$ cat config.mk
export PLATFORM = sky130hd
export DESIGN_NAME = sort_walker
export DESIGN_NICKNAME = d
export VERILOG_FILES = /design/src/rtl/sort_walker_pkg.sv /design/src/rtl/sort_walker_decode.sv /design/src/rtl/sort_walker_fetch.sv /design/src/rtl/sort_walker_addr_gen.sv /design/src/rtl/sort_walker.sv
export SDC_FILE = /design/constraint.sdc
export NUM_CORES = 1
export LEC_CHECK = 0
export BUFFER_PORTS_ARGS = -buffer_cell sky130_fd_sc_hd__buf_2
export CAP_MARGIN = 20
export CORE_ASPECT_RATIO = 1.1
export CORE_MARGIN = 4
export CORE_UTILIZATION = 55
export DETAILED_ROUTE_END_ITERATION = 8
export MAX_ROUTING_LAYER = met4
export PLACE_DENSITY = 0.82
export SYNTH_ARGS = -nofsm -noshare
export SYNTH_HDL_FRONTEND = slang
export SYNTH_HIERARCHICAL = 1
export SYNTH_SLANG_ARGS = --single-unit
$ cat constraint.sdc
create_clock -name clk_i -period 4.2 [get_ports clk_i]
set_clock_uncertainty 0.15 [all_clocks]
set_input_delay 0.63 -clock clk_i [delete_from_list [all_inputs] [get_ports clk_i]]
set_output_delay 0.63 -clock clk_i [all_outputs]
set_load 0.03 [all_outputs]
$ cat src/rtl/sort_walker_pkg.sv
package sort_walker_pkg;
  typedef enum logic [1:0] {ST_IDLE, ST_FETCH, ST_EMIT} walk_state_e;
  typedef enum logic [1:0] {ENT_LINK, ENT_NEXT_LIST, ENT_END} entry_kind_e;
  localparam int unsigned CODE_NEXT_LIST = 1;
  localparam int unsigned CODE_END       = 2;
endpackage

$ cat src/rtl/sort_walker_decode.sv
module sort_walker_decode
  import sort_walker_pkg::*;
#(
  parameter int RD_W     = 32,
  parameter int NARROW_W = 16,
  parameter int LINK_W   = 27
) (
  input  logic [RD_W-1:0]   raw_i,
  input  logic              wide_i,
  output entry_kind_e       kind_o,
  output logic [LINK_W-1:0] link_o
);
  logic [RD_W-1:0] ext;

  always_comb begin
    ext = wide_i ? raw_i : RD_W'(raw_i[NARROW_W-1:0]);
    link_o = ext[LINK_W-1:0];
    if (link_o == LINK_W'(CODE_NEXT_LIST))  kind_o = ENT_NEXT_LIST;
    else if (link_o == LINK_W'(CODE_END))   kind_o = ENT_END;
    else                                    kind_o = ENT_LINK;
  end
endmodule

$ cat src/rtl/sort_walker_fetch.sv
module sort_walker_fetch #(
  parameter int ADDR_W = 32
) (
  input  logic              clk_i,
  input  logic              rst_ni,
  input  logic              load_i,
  input  logic [ADDR_W-1:0] base_i,
  input  logic              advance_i,
  input  logic              wide_i,
  output logic [ADDR_W-1:0] ptr_o
);
  localparam logic [ADDR_W-1:0] STEP_W = ADDR_W'(4);
  localparam logic [ADDR_W-1:0] STEP_N = ADDR_W'(2);

  always_ff @(posedge clk_i or negedge rst_ni) begin
    if (!rst_ni)        ptr_o <= '0;
    else if (load_i)    ptr_o <= base_i;
    else if (advance_i) ptr_o <= ptr_o + (wide_i ? STEP_W : STEP_N);
  end
endmodule

$ cat src/rtl/sort_walker_addr_gen.sv
module sort_walker_addr_gen #(
  parameter int ADDR_W    = 32,
  parameter int LINK_W    = 27,
  parameter int SHIFT_AMT = 5
) (
  input  logic              clk_i,
  input  logic              rst_ni,
  input  logic              load_i,
  input  logic [ADDR_W-1:0] base_i,
  input  logic [LINK_W-1:0] link_i,
  input  logic              shift_i,
  output logic [ADDR_W-1:0] addr_o
);
  logic [ADDR_W-1:0] link_ext, scaled;

  generate
    if (SHIFT_AMT > 0) begin : g_shift
      always_comb begin
        link_ext = ADDR_W'(link_i);
        scaled   = shift_i ? (link_ext << SHIFT_AMT) : link_ext;
      end
    end else begin : g_flat
      always_comb begin
        link_ext = ADDR_W'(link_i);
        scaled   = link_ext;
      end
    end
  endgenerate

  always_ff @(posedge clk_i or negedge rst_ni) begin
    if (!rst_ni)     addr_o <= '0;
    else if (load_i) addr_o <= base_i + scaled;
  end
endmodule

$ cat src/rtl/sort_walker.sv
module sort_walker
  import sort_walker_pkg::*;
#(
  parameter int ADDR_W    = 32,
  parameter int RD_W      = 32,
  parameter int LINK_W    = 27,
  parameter int CNT_W     = 16,
  parameter int SHIFT_AMT = 5
) (
  input  logic              clk_i,
  input  logic              rst_ni,
  input  logic              start_i,
  input  logic [ADDR_W-1:0] tbl_base_i,
  input  logic [ADDR_W-1:0] data_base_i,
  input  logic              wide_i,
  input  logic              shift_i,
  output logic              rd_req_o,
  output logic [ADDR_W-1:0] rd_addr_o,
  input  logic              rd_valid_i,
  input  logic [RD_W-1:0]   rd_data_i,
  output logic              blk_valid_o,
  input  logic              blk_ready_i,
  output logic [ADDR_W-1:0] blk_addr_o,
  output logic [CNT_W-1:0]  count_o,
  output logic              done_o
);
  localparam int NARROW_W = RD_W / 2;

  walk_state_e       state_q;
  logic              wide_q, shift_q;
  logic [ADDR_W-1:0] data_base_q;
  entry_kind_e       kind;
  logic [LINK_W-1:0] link;
  logic              start_evt, accept;

  assign start_evt = (state_q == ST_IDLE) && start_i;
  assign accept    = (state_q == ST_FETCH) && rd_valid_i;
  assign rd_req_o    = (state_q == ST_FETCH);
  assign blk_valid_o = (state_q == ST_EMIT);

  sort_walker_decode #(.RD_W(RD_W), .NARROW_W(NARROW_W), .LINK_W(LINK_W)) u_decode (
    .raw_i  (rd_data_i),
    .wide_i (wide_q),
    .kind_o (kind),
    .link_o (link)
  );

  sort_walker_fetch #(.ADDR_W(ADDR_W)) u_fetch (
    .clk_i     (clk_i),
    .rst_ni    (rst_ni),
    .load_i    (start_evt),
    .base_i    (tbl_base_i),
    .advance_i (accept),
    .wide_i    (wide_q),
    .ptr_o     (rd_addr_o)
  );

  sort_walker_addr_gen #(.ADDR_W(ADDR_W), .LINK_W(LINK_W), .SHIFT_AMT(SHIFT_AMT)) u_addr (
    .clk_i   (clk_i),
    .rst_ni  (rst_ni),
    .load_i  (accept && kind == ENT_LINK),
    .base_i  (data_base_q),
    .link_i  (link),
    .shift_i (shift_q),
    .addr_o  (blk_addr_o)
  );

  always_ff @(posedge clk_i or negedge rst_ni) begin
    if (!rst_ni) begin
      state_q     <= ST_IDLE;
      wide_q      <= 1'b0;
      shift_q     <= 1'b0;
      data_base_q <= '0;
      count_o     <= '0;
      done_o      <= 1'b0;
    end else begin
      done_o <= accept && kind == ENT_END;
      unique case (state_q)
        ST_IDLE: if (start_i) begin
          state_q     <= ST_FETCH;
          wide_q      <= wide_i;
          shift_q     <= shift_i;
          data_base_q <= data_base_i;
          count_o     <= CNT_W'(1);
        end
        ST_FETCH: if (rd_valid_i) begin
          unique case (kind)
            ENT_NEXT_LIST: count_o <= count_o + CNT_W'(1);
            ENT_END:       state_q <= ST_IDLE;
            default:       state_q <= ST_EMIT;
          endcase
        end
        ST_EMIT: if (blk_ready_i) state_q <= ST_FETCH;
        default: state_q <= ST_IDLE;
      endcase
    end
  end

  assert_hold_R8: assert property (@(posedge clk_i) disable iff (!rst_ni)
    blk_valid_o && !blk_ready_i |=> blk_valid_o && $stable(blk_addr_o));
  assert_no_read_in_emit_R8: assert property (@(posedge clk_i) disable iff (!rst_ni)
    blk_valid_o |-> !rd_req_o);
  assert_done_pulse_R5: assert property (@(posedge clk_i) disable iff (!rst_ni)
    done_o |=> !done_o);
  assert_count_hold_R5: assert property (@(posedge clk_i) disable iff (!rst_ni)
    (state_q == ST_IDLE && !start_i) |=> $stable(count_o));
  assert_busy_start_R9: assert property (@(posedge clk_i) disable iff (!rst_ni)
    (state_q == ST_EMIT && start_i) |=> $stable(count_o) && $stable(rd_addr_o));
  assert_idle_quiet_R1: assert property (@(posedge clk_i) disable iff (!rst_ni)
    done_o |-> !rd_req_o && !blk_valid_o);
endmodule

; Word level (Yosys, flattened, before mapping)
; Cells that the tools add are included.
[totals]
ff_bits = 117
latch_bits = 0
mem_bits_rw = 0
mem_bits_ro = 0
out_inout_bits = 83
wordCells = 49
n_memories = 0
[op_classes]
n_addsub = 3
n_mul = 0
n_div = 0
n_lt_le_gt_ge = 0
n_eq_ne = 11
n_shift = 0
muxes = 16
n_bitwise = 0
reduce_logical = 11
[op_table]
columns = op, count
row1 = two-way mux 32 bit, 3
row2 = adder 32 bit, 2
row3 = two-way mux 16 bit, 3
row4 = one-hot mux 16 bit (2 select lines), 1
row5 = equality test 27 x 1 -> 1 bit (second input constant), 1
row6 = equality test 27 x 2 -> 1 bit (second input constant), 1
row7 = two-way mux 27 bit, 1
row8 = adder 16 x 1 -> 16 bit (second input constant), 1
row9 = two-way mux 2 bit, 5
row10 = AND reduction 4 bit, 2
row11 = != test 2 x 1 -> 1 bit (second input constant), 3
row12 = one-hot mux 2 bit (3 select lines), 1
row13 = equality test 2 x 1 -> 1 bit (second input constant), 2
row14 = equality test 2 bit (second input constant), 2
row15 = logical AND 1 bit, 4
row16 = zero test 2 bit, 2
row17 = != test 2 bit (second input constant), 2
row18 = one-hot mux 2 bit (2 select lines), 1
row19 = nonzero test 2 bit, 2
row20 = two-way mux 3 bit, 1
row21 = AND reduction 2 bit, 1

; Logic depth before layout (Yosys ltp)
[depth]
depth_word = 8
mapped_depth = 12

; By module
; The synthesis kept the hierarchy.
[by_module_without_submodules]
columns = mod, instances, cells_each, area_each_um2, seq_area_each_um2
row1 = sort_walker_addr_gen, 1, 352, 3195.6, 800.8
row2 = sort_walker, 1, 255, 2356.0, 1326.3
row3 = sort_walker_fetch, 1, 211, 1903.1, 800.8
row4 = sort_walker_decode, 1, 40, 279.0, 0.0

; Worst setup path before layout
; No wires, ideal clock.
[synth_timing]
path_kind = input to register
start = input rd_data_i[0]
end = register u_addr.addr_o[20]
t_arrival_ps = 2894
required_ps = 3925
setup_slack_ps = 1031
cell_stages = 11
n_path_buf = 1
path_cell_list = buf_4 nor2b_1 ha_1 fa_1 a21oi_1 o21ai_2 o211ai_1 a22oi_1 a311o_1 xor2_1 mux2_2
[synth_between]
elab_chain_len = 6
word_cells_on_any_way = 9
[synth_rtl]
columns = item, line
row1 = "start, declared", sort_walker.sv:20  ; input logic [RD_W-1:0] rd_data_i,
row2 = two-way mux 27 bit (*), sort_walker_decode.sv:16  ; ext = wide_i ? raw_i : RD_W'(raw_i[NARROW_W-1:0]);
row3 = "parallel branches: the longest is 5 deep, another holds adder 32 bit", -
row4 = "end signal, assigned", sort_walker_addr_gen.sv:32  ; else if (load_i) addr_o <= base_i + scaled;
row5 = "end, declared", sort_walker_addr_gen.sv:12  ; output logic [ADDR_W-1:0] addr_o
; Mark *: on every way between the ends.
; A chain may end at the register's enable or synchronous reset.

; Worst setup path in the final report
[layout_timing]
start = register shift_q
end = register u_addr.addr_o[31]
[layout_between]
elab_chain_len = 2
[layout_rtl]
columns = item, line
row1 = "start, declared", sort_walker.sv:30  ; logic wide_q, shift_q;
row2 = "start signal, assigned", sort_walker.sv:82  ; shift_q <= shift_i;
row3 = two-way mux 32 bit, sort_walker_addr_gen.sv:20  ; scaled = shift_i ? (link_ext << SHIFT_AMT) : link_ext;
row4 = adder 32 bit, sort_walker_addr_gen.sv:32
; Every way passes these cells.

==> summary.md <==
| Metric | Value |
|---|---|
| Chip width | `121 um` |
| R2R Setup Slk | `0.51 ns` |
| Final hold violation count | `0` |
| CTS Sinks | `117` |
| Placed wire-length estimate | `15300 um` |
| Synth cell count leaders | `nand2_1 (161), dfrtp_1 (117), a21oi_1 (51)` |
| WL final | `20400 um` |
| Synthesis-to-layout area growth | `19.0%` |
| WS Path Type | `flop to flop` |
| RSZ-0062 raised after global routing | `false` |
| Post-route ant nets | `0` |
| Vias in the first global route | `6779` |
| DR pass1 iterations | `5` |
| Met2 Wirelength | `9830 um` |
| Starting density of the core | `56.1%` |
| Via density | `5.83` |
| Met3 wire length | `1320 um` |
| Residual DRC count | `0` |
| LEAKAGE | `4.34 nW` |
| Number of port buffers | `180` |
| Fmax | `271 MHz` |
| Hold buffers post-CTS | `0` |
| Layout cells sized above 1 | `28.3%` |
| Max_slew headroom | `39.6%` |
| Int Power | `0.00412 W` |
| Seq/Total Area, Yosys | `37.9%` |
| Longest Clk Path Bufs | `2` |
| Initial DRC Count | `439` |
| Vias | `7080` |
| Synthesized cell area | `7730 um2` |
| Worst-path clk slew | `0.05 ns` |
| Final min period | `3.69 ns` |
| Setup violations, final | `0` |
| Period utilization | `87.9%` |
| PD cells | `833 nW/um2` |
| Post-CTS Setup Repair Bufs | `0` |
| Avg WL per Cell | `16.8 um` |
| Top routing layer used | `met4` |
| Final #Nets | `1151` |
| Ys Warns | `6` |
| Largest net degree at the start of global routing | `84` |
| Initial antenna violation count | `2` |
| Worst flop-to-flop path endpoint | `u_addr/addr_o[31]$_DFFE_PN0P_` |
| Flops & latches, synth | `117` |
| Most frequent cell after synthesis | `nand2_1` |
| Fin Hold WS | `0.179 ns` |
| TritonCTS Buffers | `17` |
| Psw | `0.00355 W` |
| CP Capture Type | `flop` |
| Max IR drop VDD | `0.458 mV` |
| Outcome | `finished clean` |
| I/O pin count | `186` |
| Top-area cell type share of the netlist area | `37.9%` |
| WL met1 | `8800 um` |
| Max-slew violation count | `0` |
| Switching share of power | `46.2%` |
| Global placement routability congestion | `0.953` |
| Logic pwr share | `54.2%` |
| GRT Util Overall | `26.9%` |
| Arrival @ worst endpoint | `3.89 ns` |
| Seq pwr share | `27.2%` |
| Worst Tran Pin Value | `0.901 ns` |
| H-tree levels | `4` |
| Leading area contributor after synthesis | `dfrtp_1` |
| DP Area | `8620 um2` |
| Gr ovfl total | `0` |
| First-pass GRT wire length | `33700 um` |
| CTS tree | `yes` |
| R2R depth | `10` |
| CP startpoint kind | `flop` |
| Hold WC Path Type | `primary input to asynchronous set/reset pin` |
| Syn nets | `997` |
| Skew-Pair Late Insertion Delay | `0.41 ns` |
| MaxCap Viol Count | `0` |
| Core ar. | `13800 um2` |
| Clock Power Share | `18.6%` |
| Setup crit end | `u_addr/addr_o[31]$_DFFE_PN0P_` |
| Layout Utilization | `66.7%` |
| Post-route cell area | `9210 um2` |
| Setup tns final | `0 ns` |
| Reg2reg start | `shift_q$_DFFE_PN0P_` |
| Fill cells | `1122` |
| CTS Root Cell | `clkbuf_16` |
| DIE HEIGHT | `132 um` |
| Largest cells by area after synthesis | `dfrtp_1 (38%), nand2_1 (7.8%), mux2_2 (6.4%)` |
| Dpl cells | `1181` |
| FFs w/ async S/R, synth | `100%` |
| Critical Path RT | `4.40 ns` |
| Prevailing post-synth register cell | `dfrtp_1` |
| Gate Count Post-Synth | `858` |
| CP max FO | `21` |
| Non-Filler Instances | `1214` |
| EDFF count, synth | `0` |
| Die area | `16000 um2` |
| Row cnt | `45` |
| Cts repair resizes | `0` |
| Synth unique cells | `75` |
| Synth Area per Inst | `9.01 um2` |
| CP startpoint | `shift_q$_DFFE_PN0P_` |
metal layers:
| metal | global-route usage [%] | vias to the layer above |
|---|---|---|
| li1 | - | 3392 |
| met1 | 35.6 | 3394 |
| met2 | 41.6 | 263 |
| met3 | 4.72 | 31 |
| met4 | 9.95 | 0 |
| met5 | - | - |
area by class of cell:
cell class	instances	area [um2]	share of cell area, %
flip-flops and latches	117	2930	31.8
repair buffers	189	971	10.5
inverters	20	75.1	0.815
well taps	188	235	2.56
clock inverters	9	101	1.10
diodes	2	5.00	0.0544
multi-input cells	667	4410	47.9
clock buffers	22	484	5.26
state kept, by name, indices dropped and copies added, names as in the netlist:
register	cells
count_o	16
done_o	1
u_addr/addr_o	32
state_q	2
shift_q	1
wide_q	1
u_fetch/ptr_o	32
data_base_q	32
cells by family (layout without fill, tap and decap cells):
family,after synthesis,after routing,synth area share (%)
other cells,0,2,0
compound gates,180,180,15.3
flops,117,117,37.9
simple gates,366,366,24.5
mux,49,49,7.05
xor+xnor,36,36,4.08
buf+inv,74,240,5.23
fa+ha+maj,36,36,6.02
worst min-delay path by stage:
stage / start / end / slack [ns] / cells after the start
global placement: u_addr/addr_o[9]$_DFFE_PN0P_ / u_addr/addr_o[9]$_DFFE_PN0P_ / 0.32 / 2
finish: rst_ni / u_addr/addr_o[27]$_DFFE_PN0P_ / 0.18 / 1
global route: data_base_i[17] / data_base_q[17]$_DFFE_PN0P_ / 0.24 / 3
floorplan: rst_ni / count_o[0]$_DFFE_PN0P_ / 0.18 / 0
CTS: rst_ni / u_addr/addr_o[27]$_DFFE_PN0P_ / 0.22 / 1
detailed placement: data_base_q[25]$_DFFE_PN0P_ / data_base_q[25]$_DFFE_PN0P_ / 0.32 / 2
power by group through the flow:
stage / Sequential (W) / Combinational (W) / Clock (W)
2_1_floorplan: 0.00259 / 0.00260 / 0
3_3_place_gp: 0.00207 / 0.00406 / 0
3_5_place_dp: 0.00209 / 0.00412 / 0
4_1_cts: 0.00208 / 0.00414 / 0.00145
5_1_grt: 0.00217 / 0.00456 / 0.00151
6_report: 0.00208 / 0.00416 / 0.00143
critical path: stages (launching register included):
cell     delay, ns
dfrtp_1       0.82
buf_4         0.32
mux2_2        0.35
ha_1          0.36
and2_1        0.25
nand3_1       0.20
nor3_1        0.25
a311o_1       0.23
nor2_2        0.08
or4_1         0.52
nand3_1       0.10
per-stage QoR:
| step | setup WS (ns) | power [W] |
|---|---|---|
| 2_1_floorplan | 1.03 | 0.00519 |
| 3_3_place_gp | 0.561 | 0.00613 |
| 3_5_place_dp | 0.555 | 0.00621 |
| 4_1_cts | 0.541 | 0.00767 |
| 5_1_grt | 0.371 | 0.00823 |
| 6_report | 0.506 | 0.00767 |
cells in the final DEF (no fill, tap or decap), types with 4 or more instances in the layout:
cell	count
ha_1	34
o211ai_1	9
mux2i_1	5
o311ai_0	5
dfrtp_1	117
nor3_1	5
o31ai_1	22
or3_1	10
or4_1	21
a41oi_1	5
buf_4	10
nor4_1	4
o21ai_0	31
nand4_1	15
and4_1	8
a31oi_1	18
nand3_1	33
nand2_1	161
o21a_1	5
xnor2_1	24
clkinv_2	5
clkbuf_16	17
mux2_2	44
and3_1	10
xor2_1	12
buf_2	179
a21o_1	7
nor2b_1	9
clkbuf_8	4
inv_1	18
nor2_1	39
a21oi_1	51
and2_1	19
Power figures use the tool's default switching activity.
